===== src/rtl/prio_irq_pkg.sv =====
package prio_irq_pkg;
    localparam int NUM_SRC     = 28;
    localparam int NUM_REG     = 4;
    localparam int FLD_PER_REG = 8;
    localparam int FLD_W       = 4;
    localparam int PRIO_W      = 3;
    localparam int NUM_EXT     = 6;
    localparam int DATA_W      = FLD_PER_REG * FLD_W;
    localparam int ADDR_W      = 3;
    localparam int SRC_W       = $clog2(NUM_SRC + 1);
    localparam int POL_ADDR    = NUM_REG;

    // zero-based source index of external input k
    function automatic int ext_to_src(int k);
        return (k < 4) ? k : k + 21;
    endfunction

    function automatic int src_reg(int s);
        return s / FLD_PER_REG;
    endfunction

    // msb (qualifier bit) of source s's field
    function automatic int src_msb(int s);
        return DATA_W - 1 - FLD_W * (s % FLD_PER_REG);
    endfunction

    typedef struct packed {
        logic s1;
        logic s2;
        logic pend;
    } edge_state_t;

    typedef struct packed {
        logic [NUM_SRC-1:0][PRIO_W-1:0] prio;
        logic [NUM_EXT-1:0]             pol;
        logic [PRIO_W-1:0]              lvl;
        logic [SRC_W-1:0]               src;
    } ctrl_state_t;
endpackage


===== src/rtl/prio_irq_edge.sv =====
module prio_irq_edge (
    input  logic clk,
    input  logic rst_n,
    input  logic pin,
    input  logic rise_sel,
    input  logic clr,
    output logic edge_hit,
    output logic pend
);
    import prio_irq_pkg::*;

    edge_state_t st_d, st_q;

    always_comb begin
        st_d      = st_q;
        st_d.s1   = pin;
        st_d.s2   = st_q.s1;
        edge_hit  = rise_sel ? (st_q.s1 & ~st_q.s2) : (~st_q.s1 & st_q.s2);
        // a fresh edge has precedence over an acknowledge
        st_d.pend = edge_hit | (st_q.pend & ~clr);
    end

    always_ff @(posedge clk or negedge rst_n) begin
        if (!rst_n) st_q <= '0;
        else        st_q <= st_d;
    end

    assign pend = st_q.pend;
endmodule


===== src/rtl/prio_irq_arbiter.sv =====
module prio_irq_arbiter
    import prio_irq_pkg::*;
(
    input  logic [NUM_SRC-1:0]        active,
    input  logic [NUM_SRC*PRIO_W-1:0] prio_flat,
    output logic [PRIO_W-1:0]         win_lvl,
    output logic [SRC_W-1:0]          win_src
);
    always_comb begin
        win_lvl = '0;
        win_src = '0;
        // scan downward so an equal level from a lower number overwrites
        for (int s = NUM_SRC - 1; s >= 0; s--) begin
            if (active[s] && (prio_flat[s*PRIO_W +: PRIO_W] != '0) &&
                (prio_flat[s*PRIO_W +: PRIO_W] >= win_lvl)) begin
                win_lvl = prio_flat[s*PRIO_W +: PRIO_W];
                win_src = SRC_W'(s + 1);
            end
        end
    end
endmodule


===== src/rtl/prio_irq_ctrl.sv =====
module prio_irq_ctrl
    import prio_irq_pkg::*;
(
    input  logic                clk,
    input  logic                rst_n,
    input  logic                wr_en,
    input  logic [ADDR_W-1:0]   addr,
    input  logic [DATA_W-1:0]   wdata,
    output logic [DATA_W-1:0]   rdata,
    input  logic [NUM_SRC-1:0]  src_in,
    output logic [PRIO_W-1:0]   irq_level,
    output logic [SRC_W-1:0]    irq_src
);
    ctrl_state_t st_d, st_q;

    logic [NUM_SRC-1:0]        fld_wr;
    logic [NUM_SRC-1:0]        src_active;
    logic [NUM_SRC*PRIO_W-1:0] prio_flat;
    logic [NUM_EXT-1:0]        ext_pend;
    logic [NUM_EXT-1:0]        ext_clr;
    logic [NUM_EXT-1:0]        ext_edge;
    logic [PRIO_W-1:0]         win_lvl;
    logic [SRC_W-1:0]          win_src;

    // per-source qualified field write
    for (genvar s = 0; s < NUM_SRC; s++) begin : g_fld
        assign fld_wr[s] = wr_en && (addr == ADDR_W'(src_reg(s))) &&
                           wdata[src_msb(s)];
        assign prio_flat[s*PRIO_W +: PRIO_W] = st_q.prio[s];
    end

    // edge-sensitive channels
    for (genvar k = 0; k < NUM_EXT; k++) begin : g_ext
        localparam int S = ext_to_src(k);
        assign ext_clr[k] = fld_wr[S];
        prio_irq_edge u_edge (
            .clk      (clk),
            .rst_n    (rst_n),
            .pin      (src_in[S]),
            .rise_sel (st_q.pol[k]),
            .clr      (ext_clr[k]),
            .edge_hit (ext_edge[k]),
            .pend     (ext_pend[k])
        );
    end

    always_comb begin
        src_active = src_in;
        for (int k = 0; k < NUM_EXT; k++)
            src_active[ext_to_src(k)] = ext_pend[k];
    end

    prio_irq_arbiter u_arb (
        .active    (src_active),
        .prio_flat (prio_flat),
        .win_lvl   (win_lvl),
        .win_src   (win_src)
    );

    always_comb begin
        st_d = st_q;
        for (int s = 0; s < NUM_SRC; s++) begin
            if (fld_wr[s])
                st_d.prio[s] = wdata[src_msb(s)-1 -: PRIO_W];
        end
        if (wr_en && (addr == ADDR_W'(POL_ADDR)))
            st_d.pol = wdata[NUM_EXT-1:0];
        st_d.lvl = win_lvl;
        st_d.src = win_src;
    end

    always_ff @(posedge clk or negedge rst_n) begin
        if (!rst_n) begin
            st_q.prio <= '0;
            st_q.pol  <= '1;
            st_q.lvl  <= '0;
            st_q.src  <= '0;
        end else begin
            st_q <= st_d;
        end
    end

    always_comb begin
        rdata = '0;
        for (int s = 0; s < NUM_SRC; s++) begin
            if (addr == ADDR_W'(src_reg(s)))
                rdata[src_msb(s) -: FLD_W] = {src_active[s], st_q.prio[s]};
        end
        if (addr == ADDR_W'(POL_ADDR))
            rdata[NUM_EXT-1:0] = st_q.pol;
    end

    assign irq_level = st_q.lvl;
    assign irq_src   = st_q.src;
endmodule


===== config.mk =====
export PLATFORM = sky130hd
export DESIGN_NAME = prio_irq_ctrl
export DESIGN_NICKNAME = d
export VERILOG_FILES = /design/src/rtl/prio_irq_pkg.sv /design/src/rtl/prio_irq_edge.sv /design/src/rtl/prio_irq_arbiter.sv /design/src/rtl/prio_irq_ctrl.sv
export SDC_FILE = /design/constraint.sdc
export NUM_CORES = 1
export LEC_CHECK = 0
export BUFFER_PORTS_ARGS = -buffer_cell sky130_fd_sc_hd__buf_2
export CAP_MARGIN = 20
export CELL_PAD_IN_SITES_DETAIL_PLACEMENT = 0
export CELL_PAD_IN_SITES_GLOBAL_PLACEMENT = 1
export CORE_ASPECT_RATIO = 1.2
export CORE_UTILIZATION = 24
export CTS_CLUSTER_SIZE = 8
export DETAILED_ROUTE_END_ITERATION = 8
export GPL_TIMING_DRIVEN = 0
export PLACE_DENSITY = 0.51
export SYNTH_ARGS = -nofsm -noshare
export SYNTH_HDL_FRONTEND = slang
export SYNTH_SLANG_ARGS = --single-unit

===== constraint.sdc =====
create_clock -name clk -period 96 [get_ports clk]
set_input_delay 4.8 -clock clk [delete_from_list [all_inputs] [get_ports clk]]
set_output_delay 4.8 -clock clk [all_outputs]
set_load 0.005 [all_outputs]

==> impl_metrics.env <==
export IMPL_syn2layout_area_growth_pct=18.5
export IMPL_synth_nets=1213
export IMPL_placed_cell_area_sq_um=11200
export IMPL_clk_latency_ns=0.45
export IMPL_dieArea_sq_um=42300
export IMPL_fp_row_count=81
export IMPL_synth_edff_count=0
export IMPL_coreArea_sq_um=40800
export IMPL_grt_pass1_wl_um=59500
export IMPL_r2r_start="prio_flat[81]"
export IMPL_relSlewSlack=0.420
export IMPL_postCtsResizedCells=0
export IMPL_worstReg2RegEnd="irq_src[3]"
export IMPL_seq_area_sq_um=2910
export IMPL_crit_fanout=9
export IMPL_dr_pass1_iters=7
export IMPL_clock_fmax_ghz=0.0208
export IMPL_pwr_share_seq=0.192
export IMPL_slew_viol_final=0
export IMPL_syn_area_per_cell_sq_um=8.94
export IMPL_endpoint_kind="flip-flop"
export IMPL_finalCritPeriodShare=0.500
export IMPL_path_clk_slew_ns=0.06
export IMPL_async_reset_ff_frac=1.00
export IMPL_status="finished, final reports clean"
export IMPL_die_y_um=225
export IMPL_power_frac_comb=0.652
export IMPL_p_int_mw=0.205
export IMPL_layout_drive_gt1_share=0.250
export IMPL_hp_start="g_ext[0].u_edge.st_d[1]"
export IMPL_port_buffers=100
export IMPL_multi_input_area_sq_um=6710
export IMPL_fin_setup_tns_ns=0
export IMPL_rsz0062_at_grt="false"
export IMPL_synth_seq_cells=116
export IMPL_hpwl_um=32700
export IMPL_final_common_cell="nand2_1"
export IMPL_clockPowerShare=0.156
export IMPL_post_cts_buffers=0
export IMPL_drtAntennaViolNets=0
export IMPL_cp_common_cell="ha_1"
export IMPL_final_area_sq_um=11800
export IMPL_io_pins=106
export IMPL_numClockSinks=116
export IMPL_synth_cell_type_count=110
export IMPL_cts_buffer_depth=2
export IMPL_synthCells=1114
export IMPL_critPathMaxStageDelay_ns=0.74
export IMPL_htree_levels=4
export IMPL_max_cap_violations=0
export IMPL_fillers=4411
export IMPL_grt_ovfl_total=0
export IMPL_finalNetCount=1337
export IMPL_min_period_ns=47.99
export IMPL_layout_common_cells="112 x nand2_1, 110 x dfrtp_1, 102 x nor2_1"
export IMPL_drt_iter0_drc=634
export IMPL_start_util=0.244
export IMPL_p_sw_frac=0.490
export IMPL_synth_flop_cell="dfrtp_1"
export IMPL_drc=0
export IMPL_grt_max_degree=85
export IMPL_setup_viol=0
export IMPL_ys_seq_area_frac=0.292
export IMPL_syn_area_sq_um=9950
export IMPL_worstHoldEndpoint="g_ext[0].u_edge.st_q[1]"
export IMPL_cts_hold_buf=0
export IMPL_cts_root_buf="clkbuf_16"
export IMPL_synth_warnings=0
export IMPL_final_core_util=0.289
export IMPL_worst_ep_required_time_ns=96.31
export IMPL_crit_type="in2reg"
export IMPL_wl_per_cell_um=22.4
export IMPL_place_congestion=0.857
export IMPL_fin_skew_ns=0.0102
export IMPL_crit_family="compound AO/OA/AOI/OAI gates"
export IMPL_routed_wl_um=40100
export IMPL_cp_slowest_cell="a311oi_1"
export IMPL_worstSetupStartpointType="primary input"
export IMPL_grt_total_usage=0.192
export IMPL_via_count=9372
export IMPL_worst_pin_slew_ns=0.864
export IMPL_reg2regPathDepth=203
export IMPL_whs_path_depth=0
export IMPL_reg2reg_slack_ns=52.09
export IMPL_worstPathArrival_ns=48.31
export IMPL_numCtsBuffers=17
export IMPL_worstPathBufferInverterCount=8
export IMPL_cts_tree="built"
export IMPL_max_vdd_ir_drop_mv=0.0156
export IMPL_die_w_um=188
export IMPL_netSwitchingPower_mw=0.197
export IMPL_leakage_nw=4.96
export IMPL_via_per_inst=5.23
export IMPL_hp_class="reg2reg"
export IMPL_first_global_vias=9245
export IMPL_power_per_cell_area_nw_per_um2=34.1
export IMPL_antenna_found_initial=1
export IMPL_final_hold_viol_count=0
[worst max path at each step]
stage	from	to	slack, ns	cells after the start
2_1_floorplan	src_in[27]	irq_src[4]	55.32	204
3_3_place_gp	src_in[27]	irq_src[4]	47.48	204
3_5_place_dp	src_in[27]	irq_src[4]	47.77	204
4_1_cts	src_in[27]	irq_src[4]	48.04	204
5_1_grt	src_in[27]	irq_src[3]	44.53	205
6_report	src_in[27]	irq_src[3]	48.01	204
[area by class of cell]
| class | instances | area share |
|---|---|---|
| diodes | 1 | 0.000212 |
| plain buffers | 39 | 0.0133 |
| clock buffers | 18 | 0.0372 |
| clock inverters | 14 | 0.0102 |
| inverters | 51 | 0.0162 |
| multi-input cells | 908 | 0.569 |
| flip-flops and latches | 116 | 0.247 |
| well taps | 539 | 0.0572 |
| repair buffers | 105 | 0.0502 |
[metal layers]
metal,track usage,part of all wire,vias to the layer above,wire length (um)
met1,0.229,0.42,4668,16800
met3,0.0251,0.037,46,1490
met2,0.342,0.51,221,20400
li1,-,-,4437,-
met4,0.0858,0.036,0,1440
met5,0,0,-,0
[registers in the layout, indices dropped and copies added, names as in the netlist]
signal	flops
prio_flat	84
g_ext.u_edge.pend	6
g_ext.u_edge.st_d	6
g_ext.u_edge.st_q	6
st_q	6
irq_src	5
irq_level	3
[cells by family (layout without fill, tap and decap cells)]
| family | after synthesis | in the layout | share of synthesized area |
|---|---|---|---|
| buffers and inverters | 90 | 227 | 0.0349 |
| AND/OR/NAND/NOR | 386 | 386 | 0.191 |
| AO/OA/AOI/OAI | 351 | 351 | 0.269 |
| multiplexers | 130 | 130 | 0.164 |
| other | 0 | 1 | 0 |
| flip-flops | 116 | 116 | 0.292 |
| adder cells (fa/ha/maj) | 41 | 41 | 0.0495 |
[metrics by stage]
stage / total power, mW / setup slack (ns) / instances / hold WS [ns]
after floorplan: 0.264 / 55.32 / 1114 / 0.375
after global placement: 0.339 / 47.48 / 1753 / 0.383
after detailed placement: 0.339 / 47.77 / 1758 / 0.385
after CTS: 0.404 / 48.04 / 1790 / 0.400
after global routing: 0.437 / 44.53 / 1790 / 0.405
final: 0.402 / 48.01 / 1791 / 0.398
[Yosys cell counts, types with 10 or more instances]
library cell,number,area [sq um]
nand2_1,112,420
dfrtp_1,110,2750
nor2_1,102,383
mux2_2,94,1060
a21oi_1,72,360
o21ai_0,52,260
inv_1,51,191
nand2b_1,34,213
ha_1,33,413
clkbuf_1,29,109
and2_1,28,175
nor2b_1,25,156
a31oi_1,20,125
o21a_1,20,150
mux2i_1,18,180
nand3_1,18,90.1
nor3_1,18,90.1
mux4_2,16,360
a211oi_1,14,105
o211ai_1,14,105
a21o_1,13,97.6
and3_1,10,62.6
[power by group through the flow]
| stage | clock network [mW] | logic (mW) | registers, mW |
|---|---|---|---|
| 2_1_floorplan | 0 | 0.194 | 0.0697 |
| 3_3_place_gp | 0 | 0.261 | 0.0774 |
| 5_1_grt | 0.0661 | 0.292 | 0.0783 |
| 3_5_place_dp | 0 | 0.261 | 0.0775 |
| 4_1_cts | 0.0645 | 0.263 | 0.0767 |
| 6_report | 0.0627 | 0.262 | 0.0770 |
Note: power is estimated with default switching activity, not from simulation.
